--- src/rtl/bp_pkg.sv ---
package bp_pkg;
  typedef enum logic [3:0] {
    K_ADDR     = 4'd0,
    K_ADDR_LNK = 4'd1,
    K_APP      = 4'd2,
    K_APP_LNK  = 4'd3,
    K_OS       = 4'd4,
    K_OS_LNK   = 4'd5,
    K_BOTH     = 4'd6,
    K_BOTH_LNK = 4'd7,
    K_VM       = 4'd8,
    K_VM_LNK   = 4'd9,
    K_CV       = 4'd10,
    K_CV_LNK   = 4'd11
  } bp_kind_e;

  localparam int CTRL_W = 12;

  typedef struct packed {
    logic [3:0] link;
    logic [3:0] kind;
    logic [2:0] plmask;
    logic       en;
  } bp_ctrl_t;
endpackage

--- src/rtl/bp_regs.sv ---
module bp_regs
  import bp_pkg::*;
#(
  parameter int N     = 4,
  parameter int VAL_W = 32
) (
  input  logic                      clk,
  input  logic                      rst_n,
  input  logic                      wr_en,
  input  logic [3:0]                wr_unit,
  input  logic                      wr_sel,
  input  logic [VAL_W-1:0]          wr_data,
  output logic [N-1:0][VAL_W-1:0]   value_o,
  output bp_ctrl_t [N-1:0]          ctrl_o
);
  for (genvar i = 0; i < N; i++) begin : g_unit
    always_ff @(posedge clk or negedge rst_n) begin
      if (!rst_n) begin
        value_o[i] <= '0;
        ctrl_o[i]  <= '0;
      end else if (wr_en && (wr_unit == 4'(i))) begin
        if (wr_sel) ctrl_o[i]  <= bp_ctrl_t'(wr_data[CTRL_W-1:0]);
        else        value_o[i] <= wr_data;
      end
    end
  end
endmodule

--- src/rtl/bp_unit.sv ---
module bp_unit
  import bp_pkg::*;
#(
  parameter int VA_W   = 32,
  parameter int CTX_W  = 16,
  parameter int VMID_W = 16,
  parameter int VAL_W  = 32
) (
  input  logic [VAL_W-1:0]  value_i,
  input  bp_ctrl_t          ctrl_i,
  input  logic [VA_W-1:0]   va_i,
  input  logic [CTX_W-1:0]  app_i,
  input  logic [CTX_W-1:0]  os_i,
  input  logic [VMID_W-1:0] vmid_i,
  input  logic [1:0]        priv_i,
  output logic              solo_hit_o,
  output logic              addr_lnk_ok_o,
  output logic              ctx_ok_o
);
  logic addr_eq, app_eq, os_eq, vm_eq, cv_vm_eq;
  logic priv_ok, src_eq, kind_known, kind_linked;

  assign addr_eq  = (va_i[VA_W-1:2] == value_i[VA_W-1:2]);
  assign app_eq   = (app_i == value_i[CTX_W-1:0]);
  assign os_eq    = (os_i == value_i[CTX_W-1:0]);
  assign vm_eq    = (vmid_i == value_i[VMID_W-1:0]);
  assign cv_vm_eq = (vmid_i == value_i[CTX_W +: VMID_W]);

  always_comb begin
    case (priv_i)
      2'd0:    priv_ok = ctrl_i.plmask[0];
      2'd1:    priv_ok = ctrl_i.plmask[1];
      2'd2:    priv_ok = ctrl_i.plmask[2];
      default: priv_ok = 1'b0;
    endcase
  end

  always_comb begin
    kind_known = 1'b1;
    case (ctrl_i.kind)
      K_ADDR, K_ADDR_LNK: src_eq = addr_eq;
      K_APP,  K_APP_LNK:  src_eq = app_eq;
      K_OS,   K_OS_LNK:   src_eq = os_eq;
      K_BOTH, K_BOTH_LNK: src_eq = app_eq && os_eq;
      K_VM,   K_VM_LNK:   src_eq = vm_eq;
      K_CV,   K_CV_LNK:   src_eq = app_eq && cv_vm_eq;
      default: begin
        src_eq     = 1'b0;
        kind_known = 1'b0;
      end
    endcase
  end

  assign kind_linked   = ctrl_i.kind[0];
  assign solo_hit_o    = ctrl_i.en && priv_ok && kind_known && !kind_linked && src_eq;
  assign addr_lnk_ok_o = ctrl_i.en && priv_ok && (ctrl_i.kind == K_ADDR_LNK) && addr_eq;
  assign ctx_ok_o      = ctrl_i.en && kind_known && kind_linked &&
                         (ctrl_i.kind != K_ADDR_LNK) && src_eq;
endmodule

--- src/rtl/bp_link.sv ---
module bp_link
  import bp_pkg::*;
#(
  parameter int N = 4
) (
  input  logic [N-1:0]       solo_hit_i,
  input  logic [N-1:0]       addr_lnk_ok_i,
  input  logic [N-1:0]       ctx_ok_i,
  input  logic [N-1:0][3:0]  link_i,
  output logic [N-1:0]       hit_o
);
  for (genvar i = 0; i < N; i++) begin : g_res
    logic tgt_ok;
    always_comb begin
      tgt_ok = 1'b0;
      for (int j = 0; j < N; j++) begin
        if (link_i[i] == 4'(j)) tgt_ok = ctx_ok_i[j];
      end
    end
    assign hit_o[i] = solo_hit_i[i] || (addr_lnk_ok_i[i] && tgt_ok);
  end
endmodule

--- src/rtl/bp_bank.sv ---
module bp_bank
  import bp_pkg::*;
#(
  parameter int N      = 4,
  parameter int VA_W   = 32,
  parameter int CTX_W  = 16,
  parameter int VMID_W = 16,
  localparam int CV_W  = CTX_W + VMID_W,
  localparam int VAL_W = (VA_W > CV_W) ? VA_W : CV_W
) (
  input  logic              clk,
  input  logic              rst_n,
  input  logic              wr_en,
  input  logic [3:0]        wr_unit,
  input  logic              wr_sel,
  input  logic [VAL_W-1:0]  wr_data,
  input  logic              fetch_valid,
  input  logic [VA_W-1:0]   fetch_va,
  input  logic [CTX_W-1:0]  ctx_app,
  input  logic [CTX_W-1:0]  ctx_os,
  input  logic [VMID_W-1:0] vmid,
  input  logic [1:0]        priv_lvl,
  output logic [4:0]        unit_count,
  output logic [N-1:0]      unit_hit,
  output logic              bp_event
);
  logic [N-1:0][VAL_W-1:0] value_q;
  bp_ctrl_t [N-1:0]        ctrl_q;
  logic [N-1:0]            solo_hit, addr_lnk_ok, ctx_ok, hit_comb;
  logic [N-1:0][3:0]       link_idx;

  assign unit_count = 5'(N);

  bp_regs #(.N(N), .VAL_W(VAL_W)) u_regs (
    .clk(clk), .rst_n(rst_n), .wr_en(wr_en), .wr_unit(wr_unit),
    .wr_sel(wr_sel), .wr_data(wr_data), .value_o(value_q), .ctrl_o(ctrl_q)
  );

  for (genvar i = 0; i < N; i++) begin : g_cmp
    assign link_idx[i] = ctrl_q[i].link;
    bp_unit #(.VA_W(VA_W), .CTX_W(CTX_W), .VMID_W(VMID_W), .VAL_W(VAL_W)) u_unit (
      .value_i(value_q[i]), .ctrl_i(ctrl_q[i]), .va_i(fetch_va),
      .app_i(ctx_app), .os_i(ctx_os), .vmid_i(vmid), .priv_i(priv_lvl),
      .solo_hit_o(solo_hit[i]), .addr_lnk_ok_o(addr_lnk_ok[i]), .ctx_ok_o(ctx_ok[i])
    );
  end

  bp_link #(.N(N)) u_link (
    .solo_hit_i(solo_hit), .addr_lnk_ok_i(addr_lnk_ok), .ctx_ok_i(ctx_ok),
    .link_i(link_idx), .hit_o(hit_comb)
  );

  always_ff @(posedge clk or negedge rst_n) begin
    if (!rst_n) begin
      unit_hit <= '0;
      bp_event <= 1'b0;
    end else begin
      unit_hit <= fetch_valid ? hit_comb : '0;
      bp_event <= fetch_valid && (|hit_comb);
    end
  end
endmodule

--- config.mk ---
export PLATFORM = sky130hd
export DESIGN_NAME = bp_bank
export DESIGN_NICKNAME = d
export VERILOG_FILES = /design/src/rtl/bp_pkg.sv /design/src/rtl/bp_regs.sv /design/src/rtl/bp_unit.sv /design/src/rtl/bp_link.sv /design/src/rtl/bp_bank.sv
export SDC_FILE = /design/constraint.sdc
export NUM_CORES = 1
export LEC_CHECK = 0
export ABC_CLOCK_PERIOD_IN_PS = 7160
export BUFFER_PORTS_ARGS = -buffer_cell sky130_fd_sc_hd__buf_2
export CAP_MARGIN = 30
export CORE_UTILIZATION = 35
export DETAILED_ROUTE_END_ITERATION = 8
export GPL_ROUTABILITY_DRIVEN = 0
export PLACE_DENSITY_LB_ADDON = 0.2
export SYNTH_ARGS = -nofsm -noshare
export SYNTH_HDL_FRONTEND = slang
export SYNTH_HIERARCHICAL = 1
export SYNTH_SLANG_ARGS = --single-unit
--- constraint.sdc ---
create_clock -name clk -period 7.16 [get_ports clk]
set_input_delay 1.074 -clock clk [delete_from_list [all_inputs] [get_ports clk]]
set_output_delay 1.074 -clock clk [all_outputs]
set_load 0.02 [all_outputs]
After elaboration in Yosys (flattened, before gate mapping)
Index checks and enable logic that the tools add are counted.
{"block": "word_totals", "output_inout_bits": 10, "word_cells": 249, "inputBits": 123, "reg_bits": 181}
{"block": "classes", "muxes": 29, "n_bitwise": 1, "reduce_logical": 112, "n_eq_ne": 85}
{"cell": "== test 16 bit", "n": 16}
{"cell": "== test 30 bit", "n": 4}
{"cell": "== test 4 x 2 -> 1 bit (second input constant)", "n": 18}
{"cell": "== test 4 x 3 -> 1 bit (second input constant)", "n": 16}
{"cell": "== test 4 bit (second input constant)", "n": 16}
{"cell": "logical AND 1 bit", "n": 57}
{"cell": "OR reduction 12 bit", "n": 4}
{"cell": "OR reduction 2 bit", "n": 24}
{"cell": "== test 4 x 1 -> 1 bit (second input constant)", "n": 9}
{"cell": "zero test 4 bit", "n": 9}
{"cell": "case mux 1 bit (6 select lines)", "n": 4}
{"cell": "two-way mux 1 bit", "n": 20}
{"cell": "inequality test 4 x 1 -> 1 bit (second input constant)", "n": 4}
{"cell": "AND reduction 2 bit", "n": 8}
{"cell": "case mux 1 bit (3 select lines)", "n": 4}
{"cell": "zero test 1 bit", "n": 4}
{"cell": "logical OR 1 bit", "n": 4}
{"cell": "two-way mux 4 bit", "n": 1}
{"cell": "OR reduction 4 bit", "n": 1}
{"cell": "== test 2 x 1 -> 1 bit (second input constant)", "n": 1}
{"cell": "== test 2 bit (second input constant)", "n": 1}
{"cell": "zero test 2 bit", "n": 1}
{"cell": "NOT 1 bit", "n": 1}

Logic depth before layout (Yosys ltp)
{"block": "logic_depth", "ltp_word": 15, "depth_mapped": 10, "mapped_depth_nobuf": 9}

Cells and area by module
Netlist, hierarchy kept.
{"module": "bp_regs", "n_inst": 1, "seq_area_each_um2": 4404.2, "area_per_inst_um2": 6577.6, "cells_each": 381}
{"module": "bp_unit", "n_inst": 4, "seq_area_each_um2": 0.0, "area_per_inst_um2": 1228.7, "cells_each": 152}
{"module": "bp_bank", "n_inst": 1, "seq_area_each_um2": 125.1, "area_per_inst_um2": 207.7, "cells_each": 17}
{"module": "bp_link", "n_inst": 1, "seq_area_each_um2": 0.0, "area_per_inst_um2": 147.6, "cells_each": 12}

Worst setup path before layout
No wires, ideal clock.
{"block": "synth_timing", "path_type": "input to register", "start": "in ctx_app[5]", "end": "reg bp_event", "path_buffers": 0, "setup_ns": 0.129, "slack_ns": 4.157, "cell_stages": 9, "arrival_time_ns": 2.874, "t_required_ns": 7.031, "path_cell_list": "xnor2_2 > nand4_1 > nor4_2 > o2111ai_1 > and4_4 > a2111oi_4 > mux4_2 > a31o_1 > o41a_1"}
{"block": "synth_between", "elab_cells_between_ends": 50, "classes_between": "4 x eq/ne; 20 x mux; 26 x reduce/logical"}
{"element": "start, declared", "line": "bp_bank.sv:19", "text": "input logic [CTX_W-1:0] ctx_app,"}
{"element": "== test 16 bit *", "line": "bp_unit.sv:24", "text": "assign app_eq = (app_i == value_i[CTX_W-1:0]);"}
{"element": "logical AND 1 bit (on tied branches)", "line": "bp_unit.sv:46, bp_unit.sv:44"}
{"element": "case mux 1 bit (6 select lines) *", "line": "bp_unit.sv:40", "text": "case (ctrl_i.kind)"}
{"element": "logical AND 1 bit *", "line": "bp_unit.sv:58", "text": "(ctrl_i.kind != K_ADDR_LNK) && src_eq;"}
{"element": "net ctx_ok[3]", "line": "bp_bank.sv:29", "text": "logic [N-1:0] solo_hit, addr_lnk_ok, ctx_ok, hit_comb;"}
{"element": "two-way mux 1 bit *", "line": "bp_link.sv:17", "text": "if (link_i[i] == 4'(j)) tgt_ok = ctx_ok_i[j];"}
{"element": "logical AND 1 bit *", "line": "bp_link.sv:20", "text": "assign hit_o[i] = solo_hit_i[i] || (addr_lnk_ok_i[i] && tgt_ok);"}
{"element": "logical OR 1 bit *", "line": "bp_link.sv:20"}
{"element": "net hit_comb[0]", "line": "bp_bank.sv:29"}
{"element": "OR reduction 4 bit *", "line": "bp_bank.sv:59", "text": "bp_event <= fetch_valid && (|hit_comb);"}
{"element": "logical AND 1 bit *", "line": "bp_bank.sv:59"}
{"element": "end signal, assigned", "line": "bp_bank.sv:59"}
{"element": "end, declared", "line": "bp_bank.sv:25", "text": "output logic bp_event"}
The timed path passes the listed nets; every way through them passes the cells marked *.
A chain may end at the register's enable or synchronous reset.

Worst setup path in the final report
{"block": "layout_timing", "start": "in vmid[6]", "end": "reg bp_event"}
{"block": "layout_between", "elab_cells_between_ends": 50, "classes_between": "8 x eq/ne; 20 x mux; 22 x reduce/logical"}
{"element": "start, declared", "line": "bp_bank.sv:21", "text": "input logic [VMID_W-1:0] vmid,"}
{"element": "== test 16 bit", "line": "bp_unit.sv:27", "text": "assign cv_vm_eq = (vmid_i == value_i[CTX_W +: VMID_W]);"}
{"element": "logical AND 1 bit", "line": "bp_unit.sv:46", "text": "K_CV, K_CV_LNK: src_eq = app_eq && cv_vm_eq;"}
{"element": "case mux 1 bit (6 select lines) *", "line": "bp_unit.sv:40"}
{"element": "logical AND 1 bit *", "line": "bp_unit.sv:58"}
{"element": "net ctx_ok[1]", "line": "bp_bank.sv:29"}
{"element": "two-way mux 1 bit * (3 in series)", "line": "bp_link.sv:17"}
{"element": "logical AND 1 bit *", "line": "bp_link.sv:20"}
{"element": "logical OR 1 bit *", "line": "bp_link.sv:20"}
{"element": "net hit_comb[1]", "line": "bp_bank.sv:29"}
{"element": "OR reduction 4 bit *", "line": "bp_bank.sv:59"}
{"element": "logical AND 1 bit *", "line": "bp_bank.sv:59"}
Marked as above.

==> reports/metrics.yaml <==
status: "finished clean"
critPathMaxStageDelay_ps: 640
critical_path.top_delay_family: "compound AO/OA/AOI/OAI gates"
slew_viol_final: 0
syn2layout_area_growth_pct: 12.7
postCtsHoldBufs: 0
hpwl_mm: 29.9
worstPathBufferInverterCount: 1
syn_area_per_cell_um2: 11.6
hold_viol: 0
p_leak_nw: 5.11
vias_per_cell: 5.16
power_mw: 3.46
dieArea_um2: 34600
required_ps: 7550
synth_top_flop_cell: "dfrtp_1"
drc: 0
final_cell_area_um2: 13300
setup_viol: 0
slowest_stage: "o41ai_1"
fin_tns_setup_ps: 0
die_h_um: 186
dr.pass1.iters: 5
cp_cell_sequence: "buf_2, xnor2_1, nand4_1, o41ai_1, nand4b_1, and4_4, a2111oi_4, mux4_2, a21o_1, o41a_1"
cts_sinks: 181
htreeDepth: 4
worst-r2r-setup-slack_ps: 3910
core_um2: 33400
clock_skew_ps: 11.5
vias: 8113
rows: 67
max_slew_margin: 0.416
start_kind: "input pin"
nets: 1233
synth_seq_cells: 181
synth_top_area_share: 0.382
synth_cell_types: 40
insertion_delay_ps: 450
post_cts_buffers: 0
hold-path-cell-count: 1
numCtsBuffers: 17
grt_pass1_vias: 8219
io_pins: 133
path_max_fanout: 8
drive_gt1_frac: 0.333
ctsResizeCount: 0
start_util: 0.354
critPathArrivalTime_ps: 3880
cts_root_buf: "clkbuf_16"
period_needed_ps: 3480
maxCapViolations: 0
p_per_area_nw_per_um2: 260
rr_endpoint: "bp_event"
io_buffers: 125
post-route-period-util: 0.487
worstMarginPinSlew_ps: 876
min_from: "u_regs/ctrl_o[15]"
rsz0062_at_grt: "false"
yosysSeqAreaShare: 0.382
place_area_um2: 12700
syn_area_um2: 11800
yosys-top-cells-area: "dfrtp_1, xnor2_1, mux2_2"
die_width_um: 186
cts.clk_slew.worst_paths_ps: 80
reg2reg_depth: 9
vdd_drop_max_mv: 0.193
cts_tree: "yes"
antenna_found_initial: 4
worstSetupPathType: "in -> reg"
hold_end: "u_regs/ctrl_o[15]"
drt-total-wl_mm: 38.1
ant_nets: 0
crit_path_end_kind: "register"
yosysTopAreaCell: "dfrtp_1"
grt_max_degree: 70
max_freq_mhz: 287
cts_buffer_depth: 2
drtIter0Drc: 543
synth_edf_count: 0
yosysWarnings: 6
post_drt_wl_per_cell_um: 24.3
timing.rr.start: "u_regs/value_o[74]"
grt_pass1_wl_mm: 55.7
hp-class: "reg -> reg"
grt.total_usage: 0.231
async_reset_ff_frac: 1.00
synth_cells: 1018
overflow: 0
==> placed cells by master (no fill, tap or decap), drive strengths merged, types with 4 or more instances in the layout <==
| cell type | Yosys | layout |
|---|---|---|
| nand4 | 84 | 84 |
| clkbuf | 24 | 18 |
| mux4 | 4 | 4 |
| nor4 | 16 | 16 |
| inv | 4 | 13 |
| mux2 | 176 | 176 |
| o21ai | 4 | 4 |
| xor2 | 16 | 16 |
| nand4b | 4 | 4 |
| o2111ai | 4 | 4 |
| and2 | 4 | 4 |
| nand3 | 20 | 20 |
| xnor2 | 360 | 360 |
| a2111oi | 4 | 4 |
| buf | 37 | 131 |
| conb | 2 | 5 |
| mux2i | 4 | 4 |
| nor4b | 5 | 5 |
| nor2 | 14 | 14 |
| nand2 | 14 | 14 |
| nand3b | 4 | 4 |
| nor3 | 12 | 12 |
| dfrtp | 181 | 181 |
| o41ai | 4 | 4 |
| and4 | 4 | 4 |
==> power by group <==
| part | total [mW] | internal (mW) | switching [mW] |
|---|---|---|---|
| Sequential | 1.58 | 1.21 | 0.367 |
| Clock | 0.967 | 0.506 | 0.461 |
| Combinational | 0.917 | 0.532 | 0.385 |
==> final cells by class <==
cell class	count	area [um^2]
clock buffer	18	439
antenna	1	2.50
tap	448	561
clock inverter	14	158
inverter	4	15.0
multi-input combinational	775	6930
sequential	181	4530
timing repair buffer	131	714
fill	3293	20100
==> logic make-up after synthesis <==
family / count (synthesis) / share of synthesized area
other: 2 / 0.000634
xor gates and xnor gates: 376 / 0.283
buffers and inverters: 65 / 0.0347
muxes: 184 / 0.178
AOI/OAI and AO/OA: 21 / 0.0205
and+or+nand+nor: 189 / 0.101
DFF: 181 / 0.382
==> per-stage QoR <==
| step | cells | worst slack [ps] | hold WS (ps) | util |
|---|---|---|---|---|
| 3_3_place_gp | 1536 | 3310 | 485 | 0.379 |
| 2_1_floorplan | 1021 | 4160 | 474 | - |
| 5_1_grt | 1571 | 3580 | 517 | 0.399 |
| 3_5_place_dp | 1539 | 3300 | 496 | 0.381 |
| 4_1_cts | 1571 | 3790 | 512 | 0.399 |
| 6_report | 1572 | 3680 | 508 | 0.399 |
==> worst max-delay path by stage <==
stage                 startpoint  endpoint  slack [ps]  cells past startpoint
global placement    fetch_va[23]  bp_event        3310                     10
finish                   vmid[6]  bp_event        3680                     10
floorplan             ctx_app[5]  bp_event        4160                      9
CTS                      vmid[6]  bp_event        3790                     10
detailed placement       vmid[6]  bp_event        3300                     10
global route             vmid[6]  bp_event        3580                     10
==> cells in the mapped netlist (all sizes together), types with 4 or more instances <==
master   instances
xnor2          360
dfrtp          181
mux2           176
nand4           84
buf             37
clkbuf          24
nand3           20
nor4            16
xor2            16
nand2           14
nor2            14
nor3            12
nor4b            5
a2111oi          4
and2             4
and4             4
inv              4
mux2i            4
mux4             4
nand3b           4
nand4b           4
o2111ai          4
o21ai            4
o41ai            4
==> metal layers <==
metal  routed length (um)  global-route usage
met1                17600               0.318
met2                17600               0.363
met5                   37                   0
met3                 1820              0.0385
met4                 1040              0.0803
==> sequential cells by signal, summed over array words and instances (netlist names) <==
| register | flops |
|---|---|
| u_regs/value_o | 128 |
| u_regs/ctrl_o | 48 |
| unit_hit | 4 |
| bp_event | 1 |
No activity file was read; power rests on OpenSTA's default activity.
